<file path="config.mk">
export PLATFORM = sky130hd
export DESIGN_NAME = fpcmp_flag_unit
export DESIGN_NICKNAME = d
export VERILOG_FILES = /design/src/rtl/fpcmp_pkg.sv /design/src/rtl/fpcmp_fmt_unpack.sv /design/src/rtl/fpcmp_order.sv /design/src/rtl/fpcmp_status.sv /design/src/rtl/fpcmp_flag_unit.sv
export SDC_FILE = /design/constraint.sdc
export NUM_CORES = 1
export LEC_CHECK = 0
export ABC_AREA = 1
export BUFFER_PORTS_ARGS = -buffer_cell sky130_fd_sc_hd__buf_4
export CAP_MARGIN = 20
export CORE_MARGIN = 4
export CORE_UTILIZATION = 54
export CTS_CLUSTER_DIAMETER = 40
export CTS_CLUSTER_SIZE = 20
export DETAILED_ROUTE_END_ITERATION = 12
export GPL_TIMING_DRIVEN = 0
export PLACE_DENSITY = 0.81
export REMOVE_ABC_BUFFERS = 1
export SLEW_MARGIN = 15
export SYNTH_ARGS = -nofsm -noshare
export SYNTH_HDL_FRONTEND = slang
export SYNTH_HIERARCHICAL = 1
export SYNTH_SLANG_ARGS = --single-unit
</file>
<file path="constraint.sdc">
create_clock -name clk_i -period 0.8 [get_ports clk_i]
set_input_delay 0.2 -clock clk_i [delete_from_list [all_inputs] [get_ports clk_i]]
set_output_delay 0.2 -clock clk_i [all_outputs]
set_load 0.01 [all_outputs]
</file>
<file path="src/rtl/fpcmp_pkg.sv">
package fpcmp_pkg;
  localparam int OP_W      = 64;
  localparam int STAT_W    = 32;
  localparam int CODE_LSB  = 28;
  localparam int STICKY_B  = 0;
  localparam int MAG_W     = OP_W - 1;
  localparam int N_FMT     = 3;

  typedef enum logic [1:0] {
    SZ_BAD  = 2'b00,
    SZ_HALF = 2'b01,
    SZ_SNGL = 2'b10,
    SZ_DBL  = 2'b11
  } fsize_e;

  typedef struct packed {
    logic             sign;
    logic             nan;
    logic             snan;
    logic             qnan;
    logic             zero;
    logic [MAG_W-1:0] mag;
  } fclass_t;

  localparam logic [3:0] CODE_LT = 4'b1000;
  localparam logic [3:0] CODE_EQ = 4'b0110;
  localparam logic [3:0] CODE_GT = 4'b0010;
  localparam logic [3:0] CODE_UN = 4'b0011;

  function automatic int fmt_exp_w(int idx);
    return (idx == 0) ? 5 : (idx == 1) ? 8 : 11;
  endfunction

  function automatic int fmt_frac_w(int idx);
    return (idx == 0) ? 10 : (idx == 1) ? 23 : 52;
  endfunction
endpackage

</file>
<file path="src/rtl/fpcmp_fmt_unpack.sv">
module fpcmp_fmt_unpack
  import fpcmp_pkg::*;
#(
  parameter int EXP_W  = 8,
  parameter int FRAC_W = 23,
  localparam int TOP   = EXP_W + FRAC_W
) (
  input  logic [TOP:0] op_i,
  output fclass_t      cls_o
);
  logic [EXP_W-1:0]  exp_f;
  logic [FRAC_W-1:0] frac_f;
  logic              exp_max;
  logic              is_nan;

  assign exp_f   = op_i[TOP-1 -: EXP_W];
  assign frac_f  = op_i[FRAC_W-1:0];
  assign exp_max = &exp_f;
  assign is_nan  = exp_max & (|frac_f);

  assign cls_o.sign = op_i[TOP];
  assign cls_o.nan  = is_nan;
  assign cls_o.qnan = is_nan & frac_f[FRAC_W-1];
  assign cls_o.snan = is_nan & ~frac_f[FRAC_W-1];
  assign cls_o.zero = ~|op_i[TOP-1:0];
  // exponent:fraction as unsigned orders magnitudes, subnormals included
  assign cls_o.mag  = MAG_W'(op_i[TOP-1:0]);
endmodule

</file>
<file path="src/rtl/fpcmp_order.sv">
module fpcmp_order
  import fpcmp_pkg::*;
(
  input  fclass_t    cls_a_i,
  input  fclass_t    cls_b_i,
  input  logic       qnan_sig_i,
  output logic [3:0] code_o,
  output logic       invalid_o
);
  logic any_nan, both_zero, mag_lt, mag_eq;

  assign any_nan   = cls_a_i.nan | cls_b_i.nan;
  assign both_zero = cls_a_i.zero & cls_b_i.zero;
  assign mag_lt    = cls_a_i.mag < cls_b_i.mag;
  assign mag_eq    = cls_a_i.mag == cls_b_i.mag;

  always_comb begin
    if (any_nan)                          code_o = CODE_UN;
    else if (both_zero)                   code_o = CODE_EQ;
    else if (cls_a_i.sign != cls_b_i.sign) code_o = cls_a_i.sign ? CODE_LT : CODE_GT;
    else if (mag_eq)                      code_o = CODE_EQ;
    else if (mag_lt ^ cls_a_i.sign)       code_o = CODE_LT;
    else                                  code_o = CODE_GT;
  end

  assign invalid_o = cls_a_i.snan | cls_b_i.snan
                   | (qnan_sig_i & (cls_a_i.qnan | cls_b_i.qnan));
endmodule

</file>
<file path="src/rtl/fpcmp_status.sv">
module fpcmp_status
  import fpcmp_pkg::*;
(
  input  logic              clk_i,
  input  logic              rst_ni,
  input  logic              upd_i,
  input  logic [3:0]        code_i,
  input  logic              invalid_i,
  input  logic              we_i,
  input  logic [STAT_W-1:0] wdata_i,
  output logic [STAT_W-1:0] stat_o
);
  logic [STAT_W-1:0] stat_q;

  always_ff @(posedge clk_i or negedge rst_ni) begin
    if (!rst_ni) begin
      stat_q <= '0;
    end else if (we_i) begin
      stat_q <= wdata_i;
    end else if (upd_i) begin
      stat_q[CODE_LSB +: 4] <= code_i;
      stat_q[STICKY_B]      <= stat_q[STICKY_B] | invalid_i;
    end
  end

  assign stat_o = stat_q;
endmodule

</file>
<file path="src/rtl/fpcmp_flag_unit.sv">
module fpcmp_flag_unit
  import fpcmp_pkg::*;
(
  input  logic              clk_i,
  input  logic              rst_ni,
  input  logic              valid_i,
  input  logic [1:0]        size_i,
  input  logic              zero_mode_i,
  input  logic              qnan_sig_i,
  input  logic [OP_W-1:0]   opa_i,
  input  logic [OP_W-1:0]   opb_i,
  input  logic              stat_we_i,
  input  logic [STAT_W-1:0] stat_wdata_i,
  output logic [STAT_W-1:0] stat_o,
  output logic              undef_o,
  output logic              inv_o
);
  logic [OP_W-1:0] opb_eff;
  fclass_t         cls_a [N_FMT];
  fclass_t         cls_b [N_FMT];
  fclass_t         sel_a, sel_b;
  logic [3:0]      code;
  logic            invalid;
  logic            legal;
  logic            undef_q, inv_q;

  // +0 is all zeros in every width
  assign opb_eff = zero_mode_i ? '0 : opb_i;
  assign legal   = (size_i != SZ_BAD);

  for (genvar g = 0; g < N_FMT; g++) begin : g_fmt
    localparam int EW = fmt_exp_w(g);
    localparam int FW = fmt_frac_w(g);
    fpcmp_fmt_unpack #(.EXP_W(EW), .FRAC_W(FW)) u_unpack_a (
      .op_i (opa_i[EW+FW:0]),
      .cls_o(cls_a[g])
    );
    fpcmp_fmt_unpack #(.EXP_W(EW), .FRAC_W(FW)) u_unpack_b (
      .op_i (opb_eff[EW+FW:0]),
      .cls_o(cls_b[g])
    );
  end

  always_comb begin
    unique case (size_i)
      SZ_HALF: begin sel_a = cls_a[0]; sel_b = cls_b[0]; end
      SZ_SNGL: begin sel_a = cls_a[1]; sel_b = cls_b[1]; end
      default: begin sel_a = cls_a[2]; sel_b = cls_b[2]; end
    endcase
  end

  fpcmp_order u_order (
    .cls_a_i   (sel_a),
    .cls_b_i   (sel_b),
    .qnan_sig_i(qnan_sig_i),
    .code_o    (code),
    .invalid_o (invalid)
  );

  fpcmp_status u_status (
    .clk_i    (clk_i),
    .rst_ni   (rst_ni),
    .upd_i    (valid_i & legal),
    .code_i   (code),
    .invalid_i(invalid),
    .we_i     (stat_we_i),
    .wdata_i  (stat_wdata_i),
    .stat_o   (stat_o)
  );

  always_ff @(posedge clk_i or negedge rst_ni) begin
    if (!rst_ni) begin
      undef_q <= 1'b0;
      inv_q   <= 1'b0;
    end else begin
      undef_q <= valid_i & ~legal;
      inv_q   <= valid_i & legal & invalid;
    end
  end

  assign undef_o = undef_q;
  assign inv_o   = inv_q;
endmodule

</file>
==> results.md <==
* DR vias at 11100
* Min-Delay Endpoint: u_status/stat_o[12]
* Clk sinks at 34
* PortBufs at approximately 200
* Final Skew at 0 ns
* Grt peak-use layer: met2
* Register bit total from synthesis at 34
* H-tree levels at 2
* Final period util at 326%
* Final nets at approximately 2300
* Post-synth cell types at 31
* CP required at about 1.0 ns
* Maxcap violations at 0
* CTS Buf Count at 5
* Critical Path End Type: register
* Number of global-route vias before repair at about 10000
* Sw frac at around 44%
* HPWL Detailed at just under 20000 um
* R2R Path Start: u_status/stat_o[17]
* Residual DRC count at 0
* Clk Latency, worst-skew pair at 0.27 ns
* Setup ws final at -1.81 ns
* Clk pwr share at roughly 16%
* Largest net degree at the start of global routing at 66
* Startpoint types: input port
* Count of final max-slew check failures at 0
* Final std cells w/o fill at around 2400
* CTS tree: built
* Die height at about 150 um
* Full die area at 23100 um2
* FF-to-FF setup slack at 0.04 ns
* Met1 usage at between 30% and 40%
* Status: finished, violations left
* Met3 global-route usage at between 3 and 4%
* RSZ-0062 raised after global routing: true
* CTS Buffer Depth at 2
* Reg area at approximately 850 um2
* Pint at roughly 6.5 mW
* HP Class: in2reg
* Die Wd at between 150 and 200 um
* Leak Pwr at approximately 7.3 nW
* Share of layout cells above drive strength 1 at about a fifth
* Comb power frac at 66.8%
* Grt ovf at 0
* Area grow syn2layout at 7.54%
* DRT iter0 DRCs at between 800 and 900
* Num rows at 52
* Post-DR wirelength/cell at about 13 um
* Root Buffer: clkbuf_16
* First-pass GRT wire length at 48500 um
* Worst Path Class, Setup: in2reg
* Post-route ant nets at 0
* Mapped Cells at between 2000 and 2500
* Total GRT Usage at 24.7%
* Mean Syn Cell Area at between 5 and 6 um2
* Fmax at 383 MHz
* Worst EP arrival at ~2.8 ns
* Hold Startpoint: stat_wdata_i[12]
* Flop pwr share at 16.9%
* Min-Delay Path Depth at 3
* M2 GR Usage at 42.9%
* Vias/cell at ~4.7
* Io pins at 202
* Power per cell area at just under 1000 nW/um2
* Synthesis warning total at 6
* Placed cells at about 2300
* Worst reg2reg endpoint: u_status/stat_o[17]
* Crit Path Max Fanout at 6
* Core Util, Final at between 50% and 60%
* Number of diodes at 0
* Initial antenna violation count at 0
* First-pass DRT Iterations at 5
* Reg2reg path depth at 3
* Syn Std Cell Area at 11200 um2
* # setup viols final at 40
* Design area at between 10000 and 15000 um2
* Gpl congestion at between 0.8 and 0.9
* Final Critical Period at approximately 2.6 ns
* DRT Wirelength at just over 30000 um
* NetSw at around 5.2 mW
* Area of the multi-input gates at about 7400 um2
* Max VDD drop at 851 uV
* Failing checks: negative setup slack
* Core area at just over 20000 um2
* Setup TNS at -13.88 ns
* Total Power at 11.7 mW
* Clk slew on worst S/H paths at ~0.060 ns
* Final-report hold violation count at 0
* Fill cells at between 1500 and 2000
* Initial Util at a little under three fifths
* Post-placement cell area at roughly 10000 um2
* Post-synthesis sequential area ratio at between 7 and 8%
## metrics by stage
| step | setup slack [ns] | hold slack [ns] |
|---|---|---|
| final | -1.81 | 0.122 |
| after global routing | -1.89 | 0.125 |
| after CTS | -1.72 | 0.119 |
| after detailed placement | -2.67 | 0.170 |
| after global placement | -8.13 | 0.167 |
| after floorplan | -4.88 | -0.0956 |
## repair_timing
action | in CTS | in global routing
resized for setup | 132 | 59
pin swaps | 23 | 32
hold buffers | 1 | 0
endpoints found under the hold margin | 34 | 0
cloned | 16 | 4
buffers inserted | 19 | 13
setup endpoints to repair | 40 | 74
## worst max-delay path, cell delays in order
cell and delay (ns):
buf_8 0.10, inv_8 0.04, ha_4 0.39, buf_16 0.20
buf_16 0.13, nand2_2 0.05, nand2_1 0.08, inv_2 0.05
ha_4 0.26, nand4_1 0.19, nor2_2 0.19, nand2_1 0.07
nor2_1 0.17, nand2_1 0.12, nand2_2 0.10, nand2_2 0.08
nand3_2 0.08, nand2_1 0.06, nor2_1 0.10, nand3_1 0.08
nand3_1 0.09
## flip-flops by register name, summed over array words and instances (netlist names)
signal,flops
undef_o,1
inv_o,1
u_status/stat_o,32
## synthesized netlist by cell type
master     number  share of area [%]
buf_2          39                1.7
buf_4         397                 27
inv_2          13               0.44
conb_1          4               0.13
buf_6          19                1.9
nand3_2         1              0.089
nand3b_4        1               0.18
nor2_2          4               0.22
ha_1           66                7.4
a21o_1          4               0.27
o21ai_0         2              0.089
or2_1           2               0.11
nor3b_1         1              0.067
nor4_1          6               0.34
nand2_1      1048                 35
inv_8           1               0.10
o2111ai_1       1              0.078
nand3_1        26                1.2
o21ai_1         1              0.045
o21ai_2         2               0.16
nor3_1         10               0.45
nand4_2         1               0.11
inv_1         159                5.3
clkbuf_1        8               0.27
buf_1           1              0.033
nand4_1        19                1.1
nor2_1        225                7.5
dfrtp_1        34                7.6
nand2_2         1              0.056
a21oi_1        26                1.2
and2_0          2               0.11
## cell usage in the layout (no fill, tap or decap), drive strengths merged
cell type	netlist	layout
and2	2	2
clkinvlp	0	1
buf	456	248
nand4	20	20
ha	66	66
o21ai	5	5
nor3	10	10
dfrtp	34	34
a21oi	26	26
o2111ai	1	1
bufbuf	0	4
a21o	4	4
nor2	229	229
nor3b	1	1
clkbuf	8	10
conb	4	160
inv	173	175
nand3b	1	1
dlygate4sd3	0	1
nor4	6	6
clkinv	0	1
nand3	27	27
nand2	1049	1049
or2	2	2
## routing by layer
metal	part of all wire, %	wire [um]	vias to the layer above
met5	0	0	-
met4	4.4	1380	0
met3	8.2	2570	93
met2	47	14600	524
met1	41	12600	4804
li1	-	-	5718
## logic make-up (layout without fill, tap and decap cells)
logic type / count (synthesis) / count (layout) / share of synthesized area (%)
buffers and inverters: 637 / 440 / 36.4
DFF: 34 / 34 / 7.60
adders and majority gates: 66 / 66 / 7.38
and+or+nand+nor: 1347 / 1347 / 46.6
other: 4 / 160 / 0.134
AOI/OAI and AO/OA: 36 / 36 / 1.80
## worst max-delay path by stage
stage,cells after the start,to,startpoint,slack [ns]
6_report,21,u_status/stat_o[31],size_i[0],-1.81
3_3_place_gp,17,u_status/stat_o[30],size_i[0],-8.13
3_5_place_dp,19,u_status/stat_o[30],size_i[0],-2.67
5_1_grt,23,u_status/stat_o[31],size_i[0],-1.89
2_1_floorplan,18,u_status/stat_o[31],size_i[0],-4.88
4_1_cts,19,u_status/stat_o[30],size_i[0],-1.72
## final cells by class
cell class	instances	area share [%]
multi-input combinational	1609	61.1
tap	270	2.81
clock buffer	6	1.15
clock inverter	2	0.104
sequential	34	7.07
inverter	173	5.70
timing repair inverter	2	0.146
timing repair buffer	257	21.9
## power by group through the flow
stage	clock, mW	sequential (mW)	combinational (mW)
CTS	1.95	1.97	7.09
global placement	0	1.97	5.81
finish	1.91	1.98	7.83
floorplan	0	2.05	3.66
detailed placement	0	1.98	5.91
global route	2.07	1.99	8.62
No activity file was read; power rests on OpenSTA's default activity.
